### config.mk
export PLATFORM = sky130hd
export DESIGN_NAME = umem_port_arb
export DESIGN_NICKNAME = d
export VERILOG_FILES = /design/src/rtl/umem_arb_pkg.sv /design/src/rtl/umem_arb_fsm.sv /design/src/rtl/umem_pc_reg.sv /design/src/rtl/umem_ifid_reg.sv /design/src/rtl/umem_stall_ctr.sv /design/src/rtl/umem_port_arb.sv
export SDC_FILE = /design/constraint.sdc
export NUM_CORES = 1
export LEC_CHECK = 0
export BUFFER_PORTS_ARGS = -buffer_cell sky130_fd_sc_hd__clkbuf_2
export CORE_MARGIN = 5
export CORE_UTILIZATION = 43
export CTS_BUF_LIST = sky130_fd_sc_hd__clkbuf_8
export DETAILED_ROUTE_END_ITERATION = 16
export PLACE_DENSITY = 0.84
export SKIP_CTS_REPAIR_TIMING = 1
export SLEW_MARGIN = 25
export SYNTH_ARGS = -nofsm -noshare
export SYNTH_HDL_FRONTEND = slang
export SYNTH_SLANG_ARGS = --single-unit
export TNS_END_PERCENT = 30
### constraint.sdc
create_clock -name clk -period 2.05 [get_ports clk]
set_clock_uncertainty 0.15 [all_clocks]
set_input_delay 0.41 -clock clk [delete_from_list [all_inputs] [get_ports clk]]
set_output_delay 0.41 -clock clk [all_outputs]
set_load 0.01 [all_outputs]
### src/rtl/umem_arb_pkg.sv
package umem_arb_pkg;

    // What happened to the decode register at the last edge
    typedef enum logic [1:0] {
        ST_BOOT   = 2'd0,
        ST_FED    = 2'd1,
        ST_BUBBLE = 2'd2,
        ST_IDLE   = 2'd3
    } arb_state_t;

    // Owner of the memory port in the current cycle
    typedef enum logic [1:0] {
        GR_NONE  = 2'd0,
        GR_FETCH = 2'd1,
        GR_DATA  = 2'd2
    } grant_t;

endpackage

### src/rtl/umem_arb_fsm.sv
module umem_arb_fsm
    import umem_arb_pkg::*;
#(
    parameter int ADDR_W = 16,
    parameter int DATA_W = 32
) (
    input  logic              clk,
    input  logic              rst_n,
    input  logic              f_req,
    input  logic              d_rd,
    input  logic              d_wr,
    input  logic [ADDR_W-1:0] d_addr,
    input  logic [DATA_W-1:0] d_wdata,
    input  logic [ADDR_W-1:0] pc,
    output grant_t            grant,
    output arb_state_t        state,
    output logic              fetch_hold,
    output logic [ADDR_W-1:0] mem_addr,
    output logic              mem_re,
    output logic              mem_we,
    output logic [DATA_W-1:0] mem_wdata
);

    arb_state_t state_q;
    arb_state_t state_d;
    logic       data_req;

    assign data_req = d_rd | d_wr;

    // State register
    always_ff @(posedge clk) begin
        if (!rst_n) begin
            state_q <= ST_BOOT;
        end else begin
            state_q <= state_d;
        end
    end

    // Decision: older data access beats fetch
    always_comb begin
        grant      = GR_NONE;
        fetch_hold = 1'b0;
        state_d    = ST_IDLE;
        unique case ({data_req, f_req})
            2'b11: begin
                grant      = GR_DATA;
                fetch_hold = 1'b1;
                state_d    = ST_BUBBLE;
            end
            2'b10: begin
                grant   = GR_DATA;
                state_d = ST_IDLE;
            end
            2'b01: begin
                grant   = GR_FETCH;
                state_d = ST_FED;
            end
            2'b00: begin
                grant   = GR_NONE;
                state_d = ST_IDLE;
            end
        endcase
    end

    // Port drive from the grant
    always_comb begin
        mem_addr  = '0;
        mem_re    = 1'b0;
        mem_we    = 1'b0;
        mem_wdata = '0;
        unique case (grant)
            GR_DATA: begin
                mem_addr = d_addr;
                if (d_wr) begin
                    mem_we    = 1'b1;
                    mem_wdata = d_wdata;
                end else begin
                    mem_re = 1'b1;
                end
            end
            GR_FETCH: begin
                mem_addr = pc;
                mem_re   = 1'b1;
            end
            default: begin
                mem_addr = '0;
            end
        endcase
    end

    assign state = state_q;

endmodule

### src/rtl/umem_pc_reg.sv
module umem_pc_reg #(
    parameter int                ADDR_W   = 16,
    parameter int                STEP     = 4,
    parameter logic [ADDR_W-1:0] RESET_PC = '0
) (
    input  logic              clk,
    input  logic              rst_n,
    input  logic              advance,
    output logic [ADDR_W-1:0] pc
);

    localparam logic [ADDR_W-1:0] STEP_V = ADDR_W'(STEP);

    always_ff @(posedge clk) begin
        if (!rst_n) begin
            pc <= RESET_PC;
        end else if (advance) begin
            pc <= pc + STEP_V;
        end
    end

endmodule

### src/rtl/umem_ifid_reg.sv
module umem_ifid_reg #(
    parameter int ADDR_W = 16,
    parameter int DATA_W = 32
) (
    input  logic              clk,
    input  logic              rst_n,
    input  logic              load,
    input  logic [DATA_W-1:0] instr_in,
    input  logic [ADDR_W-1:0] pc_in,
    output logic [DATA_W-1:0] instr_q,
    output logic [ADDR_W-1:0] pc_q
);

    // A cycle without a delivered fetch puts an all-zero NOP into decode
    always_ff @(posedge clk) begin
        if (!rst_n) begin
            instr_q <= '0;
            pc_q    <= '0;
        end else if (load) begin
            instr_q <= instr_in;
            pc_q    <= pc_in;
        end else begin
            instr_q <= '0;
            pc_q    <= '0;
        end
    end

endmodule

### src/rtl/umem_stall_ctr.sv
module umem_stall_ctr #(
    parameter int CNT_W = 16
) (
    input  logic             clk,
    input  logic             rst_n,
    input  logic             bump,
    output logic [CNT_W-1:0] count
);

    always_ff @(posedge clk) begin
        if (!rst_n) begin
            count <= '0;
        end else if (bump) begin
            count <= count + 1'b1;
        end
    end

endmodule

### src/rtl/umem_port_arb.sv
module umem_port_arb
    import umem_arb_pkg::*;
#(
    parameter int                ADDR_W   = 16,
    parameter int                DATA_W   = 32,
    parameter int                CNT_W    = 16,
    parameter logic [ADDR_W-1:0] RESET_PC = '0
) (
    input  logic              clk,
    input  logic              rst_n,
    input  logic              f_req,
    input  logic              d_rd,
    input  logic              d_wr,
    input  logic [ADDR_W-1:0] d_addr,
    input  logic [DATA_W-1:0] d_wdata,
    input  logic [DATA_W-1:0] mem_rdata,
    output logic [ADDR_W-1:0] mem_addr,
    output logic              mem_re,
    output logic              mem_we,
    output logic [DATA_W-1:0] mem_wdata,
    output logic              fetch_hold,
    output logic [ADDR_W-1:0] pc_o,
    output logic [DATA_W-1:0] id_instr,
    output logic [ADDR_W-1:0] id_pc,
    output logic              id_valid,
    output logic [CNT_W-1:0]  stall_cnt
);

    localparam int PC_STEP = DATA_W / 8;

    grant_t     grant;
    arb_state_t state;
    logic       fetch_go;
    logic [ADDR_W-1:0] pc;

    umem_arb_fsm #(
        .ADDR_W (ADDR_W),
        .DATA_W (DATA_W)
    ) u_fsm (
        .clk        (clk),
        .rst_n      (rst_n),
        .f_req      (f_req),
        .d_rd       (d_rd),
        .d_wr       (d_wr),
        .d_addr     (d_addr),
        .d_wdata    (d_wdata),
        .pc         (pc),
        .grant      (grant),
        .state      (state),
        .fetch_hold (fetch_hold),
        .mem_addr   (mem_addr),
        .mem_re     (mem_re),
        .mem_we     (mem_we),
        .mem_wdata  (mem_wdata)
    );

    assign fetch_go = (grant == GR_FETCH);

    umem_pc_reg #(
        .ADDR_W   (ADDR_W),
        .STEP     (PC_STEP),
        .RESET_PC (RESET_PC)
    ) u_pc (
        .clk     (clk),
        .rst_n   (rst_n),
        .advance (fetch_go),
        .pc      (pc)
    );

    umem_ifid_reg #(
        .ADDR_W (ADDR_W),
        .DATA_W (DATA_W)
    ) u_ifid (
        .clk      (clk),
        .rst_n    (rst_n),
        .load     (fetch_go),
        .instr_in (mem_rdata),
        .pc_in    (pc),
        .instr_q  (id_instr),
        .pc_q     (id_pc)
    );

    umem_stall_ctr #(
        .CNT_W (CNT_W)
    ) u_cnt (
        .clk   (clk),
        .rst_n (rst_n),
        .bump  (fetch_hold),
        .count (stall_cnt)
    );

    assign pc_o     = pc;
    assign id_valid = (state == ST_FED);

endmodule

==> qor.yml <==
critical_path:
  critical_path.cell_chain: "nand4bb_1, buf_4, nand2_1, clkbuf_2"
  path_class: "reg2out"
  critPathBufInv: 2
  cpPeakStageDelay_ns: 0.42
  cp-start-kind: "register"
  required_ns: 1.49
  worst-path-max-fanout: 11
  crit_slowest_cell: "dfxtp_1"
  r2r_slack_ns: 0.24
  crit_path_end_kind: "output pin"
  r2r_start: "u_pc.pc[7]"
  setup.worst_path.start: "u_pc.pc[4]"
  critPathTopFamily: "flip-flops"
  arrival_ns: 1.27
placed_design:
  place_area_sq_um: 4377
  hpwl_um: 7395
  port_buffers: 212
  routabilityCongestion: 0.8740
  pre_cts_ws_ns: 0.03551
pwr:
  peakVddDrop_mv: 0.3375
  leakage_uw: 0.002349
  powerDensity_nw_per_um2: 661.1
clocking:
  cts_root_buf: "clkbuf_8"
  htreeDepth: 3
  clk_pin_slew_ns: 0.09
  cts_buffers: 9
  cts_sinks: 78
  clockBufferDepth: 2
  insertion_delay_ns: 0.34
  cts_tree: "yes"
worst_hold_path:
  min_path_type: "in2reg"
  hold_start: "mem_rdata[2]"
global_routing:
  antenna_found_initial: 0
  grt_pass1_vias: 2897
  grt-ovfl-total: 0
  grt_max_degree: 37
  grt_usage: 0.1985
  grt_first_pass_wirelength_um: 14180
cells_and_area:
  multi_input_area_sq_um: 1516
  stdcell_area_sq_um: 4583
  nNetsFinal: 655
  layout_common_cells: "212 x clkbuf_2, 102 x and2_1, 78 x dfxtp_1"
  final_common_cell: "clkbuf_2"
  fin_util: 0.6319
  areaGrowthSynthToFinish_pct: 43.48
  ff_latch_area_sq_um: 1562
  drive_gt1_frac: 0.4258
  num-fill-cells: 646
  diodes: 0
floorplan:
  fp-row-count: 31
  die-area_sq_um: 9253
  initial_core_util: 0.4404
  dieWidth_um: 96.19
  core_area_sq_um: 7253
  pin_count: 217
  fp.dieH_um: 96.19
detailed_routing:
  drc: 0
  wl_um: 9267
  wl_per_cell_um: 13.79
  vias_per_cell: 4.565
  dr.first_iter.drc_count: 100
  firstDrtPassIters: 4
  ant_nets: 0
  via_count: 3068
synth:
  ys.warnings.count: 0
  synth.avg_cell_area_sq_um: 9.049
  ys_seq_elements: 78
  synth_cells: 353
  synth-seq-area-share: 0.4888
  yosysUniqueCellTypes: 37
  syn-cell-area_sq_um: 3194
timing:
  hold_violations: 0
  max_freq_mhz: 546.0
  rsz0062_at_grt: "no"
  fin_crit_sh: 0.8933
  min_period_ns: 1.831
  setup_tns_ns: 0
  worst_slack_ns: 0.2186
  finalSetupViolations: 0
  hold_ws_ns: 0.1050
  slew_violations: 0
outcome:
  status: "completed"
job:
  maxCapViolCount: 0
[final timing paths]
| path | endpoint | cells past startpoint |
|---|---|---|
| setup reg to reg | u_pc.pc[14] | 4 |
| hold reg to reg | u_cnt.count[14] | 2 |
| hold / removal | u_ifid.instr_q[2] | 2 |
| setup / recovery | mem_addr[4] | 4 |
[worst register-to-register path, stage by stage (launching register included)]
cell and delay (ns):
dfxtp_1 0.45, nand4_1 0.31, nor4_1 0.47, xor2_1 0.15, and2_1 0.18
[synth_stat cells (all sizes together)]
master / instances / share of area
a21boi: 5 / 0.012
a21oi: 1 / 0.0016
and2: 102 / 0.20
and3: 4 / 0.0078
and4: 2 / 0.0055
and4bb: 1 / 0.0039
buf: 10 / 0.018
clkbuf: 14 / 0.016
conb: 1 / 0.0012
dfxtp: 78 / 0.49
ha: 2 / 0.0078
inv: 5 / 0.0059
mux2i: 4 / 0.013
nand2: 42 / 0.049
nand2b: 4 / 0.0078
nand3: 11 / 0.017
nand4: 7 / 0.014
nand4bb: 1 / 0.0035
nor2: 3 / 0.0035
nor2b: 3 / 0.0059
nor3: 5 / 0.0078
nor4: 6 / 0.014
o2111a: 1 / 0.0035
o21a: 1 / 0.0024
o21ai: 15 / 0.025
o31ai: 1 / 0.0024
or2: 1 / 0.0020
or3: 2 / 0.0039
or4: 1 / 0.0024
xnor2: 13 / 0.036
xor2: 7 / 0.019
[per-stage QoR]
step / std cells / power (uW)
6_report: 672 / 3030
3_3_place_gp: 656 / 1892
2_1_floorplan: 356 / 1728
4_1_cts: 672 / 3062
5_1_grt: 672 / 3172
3_5_place_dp: 656 / 1901
[registers in the layout, summed over array words and instances (netlist names)]
register	cells
u_ifid.pc_q	14
u_fsm.state	2
u_pc.pc	14
u_ifid.instr_q	32
u_cnt.count	16
[power breakdown]
| group | switching (uW) | total [uW] | internal (uW) |
|---|---|---|---|
| combinational | 167 | 325 | 158 |
| clock | 586 | 1160 | 579 |
| sequential | 8.38 | 1540 | 1530 |
[layer usage]
metal  global-route usage  part of all wire  vias up  routed length (um)
li1                     -                 -     1560                   -
met1               0.2346              0.39     1396                3625
met2               0.3508              0.53      104                4866
met3              0.05473             0.074        8                 683
met4              0.05332            0.0098        0                  91
met5                    0                 0        -                   0
[logic make-up after synthesis]
logic type,count (synthesis),share of synthesized area
buf+inv,29,0.04073
mux,4,0.01253
compound gates,24,0.04622
flops,78,0.4888
other cells,1,0.001174
fa+ha+maj,2,0.007833
xor+xnor,20,0.05484
simple gates,195,0.3478
[cell type report]
type                    count  area share
inverters                   5    0.004095
flip-flops and latches     78      0.3407
well taps                  99     0.02703
repair buffers            225      0.2528
clock buffers               9     0.02703
clock inverters             7     0.01747
multi-input cells         249      0.3309
No activity file was read; power rests on OpenSTA's default activity.
